`src/rtl/sio_pkg.sv`:
```
package sio_pkg;

  typedef struct packed {
    logic dlen8;
    logic par_en;
    logic par_odd;
    logic two_stop;
  } fmt_t;

  typedef enum logic [1:0] {
    RX_IDLE  = 2'd0,
    RX_START = 2'd1,
    RX_BITS  = 2'd2
  } rx_state_e;

  // Format code from control bits 4:2
  function automatic fmt_t decode_fmt(input logic [2:0] code);
    fmt_t f;
    f.dlen8    = code[2];
    f.par_en   = !(code == 3'b100 || code == 3'b101);
    f.par_odd  = code[0];
    f.two_stop = (code[2:1] == 2'b00) || (code == 3'b100);
    return f;
  endfunction

endpackage

```
`src/rtl/sio_tx.sv`:
```
module sio_tx
  import sio_pkg::*;
#(
  parameter int CW = 7
) (
  input  logic          clk,
  input  logic          clr,
  input  logic          tick,
  input  logic [CW-1:0] ratio_m1,
  input  fmt_t          fmt,
  input  logic          load,
  input  logic [7:0]    din,
  output logic          busy,
  output logic          line
);

  logic [11:0]   sh;
  logic [3:0]    left;
  logic [CW-1:0] cnt;
  logic [11:0]   frame;
  logic [3:0]    flen;
  logic          par;

  always_comb begin
    par   = (fmt.dlen8 ? ^din : ^din[6:0]) ^ fmt.par_odd;
    frame = '1;
    frame[0] = 1'b0;
    if (fmt.dlen8) begin
      frame[8:1] = din;
      if (fmt.par_en) frame[9] = par;
    end else begin
      frame[7:1] = din[6:0];
      if (fmt.par_en) frame[8] = par;
    end
    flen = 4'd9 + {3'd0, fmt.dlen8} + {3'd0, fmt.par_en} + {3'd0, fmt.two_stop};
  end

  always_ff @(posedge clk) begin
    if (clr) begin
      sh   <= '1;
      left <= '0;
      cnt  <= '0;
    end else if (load) begin
      sh   <= frame;
      left <= flen;
      cnt  <= '0;
    end else if (tick && left != 4'd0) begin
      if (cnt == ratio_m1) begin
        cnt  <= '0;
        sh   <= {1'b1, sh[11:1]};
        left <= left - 4'd1;
      end else begin
        cnt <= cnt + 1'b1;
      end
    end
  end

  assign busy = (left != 4'd0);
  assign line = busy ? sh[0] : 1'b1;

endmodule

```
`src/rtl/sio_rx.sv`:
```
module sio_rx
  import sio_pkg::*;
#(
  parameter int CW = 7
) (
  input  logic          clk,
  input  logic          clr,
  input  logic          tick,
  input  logic [CW-1:0] ratio_m1,
  input  logic [CW-1:0] half,
  input  logic          dlen8,
  input  logic          par_en,
  input  logic          par_odd,
  input  logic          rxd,
  output logic          done,
  output logic [7:0]    dout,
  output logic          perr,
  output logic          ferr
);

  rx_state_e     st;
  logic [CW-1:0] cnt;
  logic [3:0]    idx;
  logic [8:0]    bits;
  logic [3:0]    last;
  logic [7:0]    data_w;
  logic          pbit;

  always_comb begin
    last   = 4'd7 + {3'd0, dlen8} + {3'd0, par_en};
    data_w = dlen8 ? bits[7:0] : {1'b0, bits[6:0]};
    pbit   = dlen8 ? bits[8] : bits[7];
  end

  always_ff @(posedge clk) begin
    done <= 1'b0;
    if (clr) begin
      st   <= RX_IDLE;
      cnt  <= '0;
      idx  <= '0;
      bits <= '0;
      dout <= '0;
      perr <= 1'b0;
      ferr <= 1'b0;
    end else if (tick) begin
      case (st)
        RX_IDLE: begin
          if (!rxd) begin
            cnt <= '0;
            idx <= '0;
            st  <= (half == '0) ? RX_BITS : RX_START;
          end
        end
        RX_START: begin
          if (cnt == half - 1'b1) begin
            cnt <= '0;
            st  <= rxd ? RX_IDLE : RX_BITS;
          end else begin
            cnt <= cnt + 1'b1;
          end
        end
        RX_BITS: begin
          if (cnt == ratio_m1) begin
            cnt <= '0;
            if (idx == last) begin
              done <= 1'b1;
              dout <= data_w;
              ferr <= !rxd;
              perr <= par_en && (pbit != ((^data_w) ^ par_odd));
              st   <= RX_IDLE;
            end else begin
              bits[idx] <= rxd;
              idx       <= idx + 4'd1;
            end
          end else begin
            cnt <= cnt + 1'b1;
          end
        end
        default: st <= RX_IDLE;
      endcase
    end
  end

endmodule

```
`src/rtl/sio_adapter.sv`:
```
module sio_adapter
  import sio_pkg::*;
#(
  parameter int DIV_MID = 16,
  parameter int DIV_HI  = 64
) (
  input  logic       clk,
  input  logic       rst,
  input  logic       acc,
  input  logic       wr,
  input  logic       rsel,
  input  logic [7:0] wdata,
  output logic [7:0] rdata,
  input  logic       bit_tick,
  input  logic       rxd,
  output logic       txd,
  output logic       rts_n,
  input  logic       cts_n,
  input  logic       dcd_n,
  output logic       irq
);

  localparam int CW = $clog2(DIV_HI) + 1;
  localparam logic [CW-1:0] MID_M1  = CW'(DIV_MID - 1);
  localparam logic [CW-1:0] HI_M1   = CW'(DIV_HI - 1);
  localparam logic [CW-1:0] MID_HLF = CW'(DIV_MID / 2);
  localparam logic [CW-1:0] HI_HLF  = CW'(DIV_HI / 2);

  logic [7:0]    ctrl, tdr, rdr, status, rx_data;
  logic          rdrf, tdre, ovr, fe, pe;
  logic          mres, brk, tie, rie, sub_clr;
  fmt_t          fmt;
  logic [CW-1:0] ratio_m1, half;
  logic          wr_ctrl, wr_data, rd_data, tx_load;
  logic          tx_busy, tx_line, rx_done, rx_perr, rx_ferr;

  always_comb begin
    mres = (ctrl[1:0] == 2'b11);
    brk  = (ctrl[6:5] == 2'b11);
    tie  = (ctrl[6:5] == 2'b01);
    rie  = ctrl[7];
    fmt  = decode_fmt(ctrl[4:2]);
    case (ctrl[1:0])
      2'b00: begin ratio_m1 = '0;     half = '0;      end
      2'b01: begin ratio_m1 = MID_M1; half = MID_HLF; end
      default: begin ratio_m1 = HI_M1; half = HI_HLF; end
    endcase
  end

  assign wr_ctrl = acc && wr && !rsel;
  assign wr_data = acc && wr && rsel;
  assign rd_data = acc && !wr && rsel;
  assign tx_load = !tdre && !tx_busy && !cts_n && !mres;
  assign sub_clr = rst || mres;
  assign irq     = (rie && (rdrf || ovr)) || (tie && tdre);
  assign status  = {irq, pe, ovr, fe, cts_n, dcd_n, tdre, rdrf};

  sio_tx #(.CW(CW)) u_tx (
    .clk(clk), .clr(sub_clr), .tick(bit_tick), .ratio_m1(ratio_m1), .fmt(fmt),
    .load(tx_load), .din(tdr), .busy(tx_busy), .line(tx_line)
  );

  sio_rx #(.CW(CW)) u_rx (
    .clk(clk), .clr(sub_clr), .tick(bit_tick), .ratio_m1(ratio_m1), .half(half),
    .dlen8(fmt.dlen8), .par_en(fmt.par_en), .par_odd(fmt.par_odd), .rxd(rxd),
    .done(rx_done), .dout(rx_data), .perr(rx_perr), .ferr(rx_ferr)
  );

  always_ff @(posedge clk) begin
    if (rst) begin
      ctrl  <= 8'h03;
      rdrf  <= 1'b0;
      tdre  <= 1'b1;
      ovr   <= 1'b0;
      fe    <= 1'b0;
      pe    <= 1'b0;
      tdr   <= '0;
      rdr   <= '0;
      rdata <= '0;
      txd   <= 1'b1;
      rts_n <= 1'b0;
    end else begin
      if (wr_ctrl) ctrl <= wdata;
      rts_n <= (ctrl[6:5] == 2'b10);
      txd   <= brk ? 1'b0 : tx_line;
      if (acc && !wr) rdata <= rsel ? rdr : status;
      if (mres) begin
        rdrf <= 1'b0;
        ovr  <= 1'b0;
        fe   <= 1'b0;
        pe   <= 1'b0;
        tdre <= 1'b1;
      end else begin
        if (rd_data) begin
          rdrf <= 1'b0;
          ovr  <= 1'b0;
        end
        if (tx_load) tdre <= 1'b1;
        if (wr_data) begin
          tdr  <= wdata;
          tdre <= 1'b0;
        end
        if (rx_done) begin
          if (rdrf && !rd_data) begin
            ovr <= 1'b1;
          end else begin
            rdr  <= rx_data;
            rdrf <= 1'b1;
            fe   <= rx_ferr;
            pe   <= rx_perr;
          end
        end
      end
    end
  end

endmodule

```
`config.mk`:
```
export PLATFORM = sky130hd
export DESIGN_NAME = sio_adapter
export DESIGN_NICKNAME = d
export VERILOG_FILES = /design/src/rtl/sio_pkg.sv /design/src/rtl/sio_tx.sv /design/src/rtl/sio_rx.sv /design/src/rtl/sio_adapter.sv
export SDC_FILE = /design/constraint.sdc
export NUM_CORES = 1
export LEC_CHECK = 0
export BUFFER_PORTS_ARGS = -buffer_cell sky130_fd_sc_hd__clkbuf_2
export CORE_ASPECT_RATIO = 1.5
export CORE_MARGIN = 2
export CORE_UTILIZATION = 60
export DETAILED_ROUTE_END_ITERATION = 10
export GPL_TIMING_DRIVEN = 1
export PLACE_DENSITY = 0.79
export SYNTH_ARGS = -nofsm -noshare
export SYNTH_HDL_FRONTEND = slang
export SYNTH_SLANG_ARGS = --single-unit
export TNS_END_PERCENT = 100
```
`constraint.sdc`:
```
create_clock -name clk -period 2.8 [get_ports clk]
set_input_delay 0.56 -clock clk [delete_from_list [all_inputs] [get_ports clk]]
set_output_delay 0.56 -clock clk [all_outputs]
set_load 0.02 [all_outputs]
```
==> results.json <==
{
  "syn_nets": 543,
  "clk_path_buf_depth": 2,
  "cellPowerDensity_nw_per_um2": 464,
  "crit_fanout": 11,
  "power.sequential.fraction_pct": 58.7,
  "ys_types": 55,
  "firstDrtPassIters": 4,
  "hold_end": "ctrl[5]",
  "area_delta_synth_final_pct": 9.71,
  "root_buffer": "clkbuf_8",
  "critPathMaxStageDelay_ns": 0.59,
  "crit_chain": "or4_1, mux2_2, or4_1, buf_4, nor2b_1, nor3_1",
  "pwr-share-comb_pct": 6.2,
  "antennaDiodeCount": 0,
  "dieArea_um2": 8240,
  "leakage_uw": 0.00192,
  "num_vias": 3734,
  "place.gp.congestion": 0.887,
  "cts-hold-fix-buffers": 0,
  "clock.fmax_mhz": 407,
  "r2r-end": "u_rx.perr",
  "path_common_cell": "or4_1",
  "synth_common_cells": "93 x dfxtp_1, 60 x nand2_1, 51 x nor2_1, 37 x mux2i_1, 34 x a21oi_1",
  "grt_pass1_wl_um": 15300,
  "drt_iter0_markers": 242,
  "hp-class": "input port to flip-flop",
  "cp-start-kind": "flip-flop",
  "r2r_cells": 6,
  "cts_buffers": 9,
  "grt_overflow_total": 0,
  "netlist_area_um2": 4510,
  "clk_pin_slew_ns": 0.09,
  "synth_area_leaders": "dfxtp_1 41%, mux2i_1 8.2%, nand2_1 5.0%",
  "synth_top_area_share_pct": 41.3,
  "whs_path_depth": 3,
  "ctsHtreeMaxLevel": 3,
  "cp.required_ns": 3.08,
  "post-route-period-util_pct": 87.7,
  "postRouteWirelength_um": 9270,
  "grt_max_degree": 19,
  "hold_violations": 0,
  "ys_warn_count": 0,
  "antenna_found_initial": 0,
  "cts_sinks": 93,
  "power.switching_uw": 578,
  "slowest_stage": "or4_1",
  "io_pins": 28,
  "cp.arrival_ns": 2.74,
  "clock_skew_ns": 0.0115,
  "drc": 0,
  "cts_tree": "built",
  "relSlewSlack_pct": 41.2,
  "syn_area_per_cell_um2": 8.81,
  "ctsResizeCount": 0,
  "vias_per_cell": 5.81,
  "peakVddDrop_v": 0.000255,
  "cts_setup_buffers": 0,
  "ys.flop_type": "dfxtp_1",
  "tns_ns": 0,
  "worstSkewPairLatency_ns": 0.36,
  "crit_path_end_kind": "flip-flop",
  "regToRegStartpoint": "u_rx.cnt[0]",
  "synth_top_area_cell": "dfxtp_1",
  "placed_area_um2": 4770,
  "die_w_um": 74.8,
  "p_int_uw": 1720,
  "drive_above_1_share_pct": 13.1,
  "setup_viol": 0,
  "cpLargestDelayFamily": "simple AND/OR/NAND/NOR gates",
  "final_max_slew_viol_count": 0,
  "grt_pass1_vias": 3385,
  "port_buffers": 27,
  "place_hpwl_um": 6880,
  "fin_nets": 569,
  "status": "complete, no violations",
  "yosysMostFrequentCell": "dfxtp_1",
  "path_buf_inv": 1,
  "synth_cells": 512,
  "final_area_um2": 4950,
  "swShare_pct": 25.2,
  "initial_utilization_pct": 62.0,
  "finalCriticalPeriod_ns": 2.46,
  "min-delay-start": "wdata[5]",
  "tightestPinTransition_ns": 0.880,
  "wl_per_cell_um": 14.4,
  "synth_edf_count": 0,
  "rows": 38,
  "ys_ff_latch": 93,
  "ys_seq_area_share_pct": 41.3,
  "async_flop_share_pct": 0,
  "r2r_setup_slack_ns": 0.34,
  "die-height_um": 110,
  "coreArea_um2": 7270,
  "rsz0062_at_grt": "no",
  "p_clk_share_pct": 35.1,
  "antenna_left": 0,
  "globalRouteTotalUtil_pct": 23.9,
  "path_class": "flip-flop to flip-flop",
  "drv_cap": 0
}
tightest hold or removal path: stages:
cell and delay [ns]:
clkbuf_2 0.09, nand2_1 0.05, a21oi_1 0.05
layout make-up:
type                    instances  area (um^2)
clock buffers                  10          128
well taps                     100          125
fillers                       593         2330
clock inverters                 6         47.5
flip-flops and latches         93         1860
multi-input cells             380         2500
inverters                      14         52.6
repair buffers                 40          233
power groups by stage:
| stage | logic, uW | clock network [uW] | registers [uW] |
|---|---|---|---|
| after global routing | 156 | 883 | 1350 |
| final | 141 | 806 | 1350 |
| after floorplan | 88.6 | 0 | 1380 |
| after detailed placement | 141 | 0 | 1380 |
| after global placement | 139 | 0 | 1380 |
| after CTS | 142 | 826 | 1350 |
kinds of logic (layout without fill, tap and decap cells):
family                     Yosys count  count (layout)  synth area share (%)
other                                1               1                0.0832
DFF                                 93              93                  41.3
AOI/OAI and AO/OA                  103             103                  15.5
muxes                               39              39                  8.71
xor gates and xnor gates            23              23                  5.41
adders and majority gates           14              14                  3.88
buffers and inverters               39              70                  3.27
and+or+nand+nor                    200             200                  21.9
how the worst max path moves through the flow:
stage	start	to	slack, ns	cells after the start
after global placement	u_tx.cnt[0]	u_tx.left[2]	0.44	5
final	u_rx.cnt[0]	u_rx.perr	0.34	6
after CTS	u_rx.cnt[0]	u_rx.perr	0.37	6
after floorplan	u_tx.cnt[0]	u_tx.left[2]	0.55	5
after detailed placement	u_tx.cnt[0]	u_tx.left[2]	0.38	5
after global routing	u_tx.cnt[0]	u_tx.left[3]	0.21	5
registers in the layout (all words and copies together), names as in the netlist, 2 cells and up:
signal	flops
u_tx.sh	10
u_rx.bits	9
ctrl	8
rdata	8
rdr	8
tdr	8
u_rx.dout	8
u_rx.cnt	7
u_tx.cnt	7
u_rx.idx	4
u_tx.left	4
u_rx.st	2
routing by layer:
metal / up-vias / GRT usage [%] / routed length, um
li1: 1881 / - / -
met1: 1775 / 27.8 / 4020
met2: 62 / 42.5 / 4830
met3: 16 / 5.09 / 259
met4: 0 / 8.29 / 158
met5: - / 0 / 0
placed cells by master (no fill, tap or decap), types with 9 or more instances in the layout:
cell type,instances
a211oi_1,21
a21oi_1,34
buf_4,13
clkbuf_2,27
clkbuf_8,9
dfxtp_1,93
ha_1,14
inv_1,13
mux2i_1,37
nand2_1,60
nand3_1,26
nor2_1,51
o21ai_0,17
xnor2_1,13
through the flow:
stage               hold slack, ns  setup WS (ns)  utilization [%]  total power (uW)  std cells
floorplan                    0.432          0.551                -              1470        512
global placement             0.443          0.440             65.6              1520        627
detailed placement           0.450          0.377             65.6              1520        627
CTS                          0.423          0.366             68.0              2310        643
global route                 0.430          0.210             68.0              2390        643
finish                       0.428          0.344             68.0              2290        643
Power figures use the tool's default switching activity.
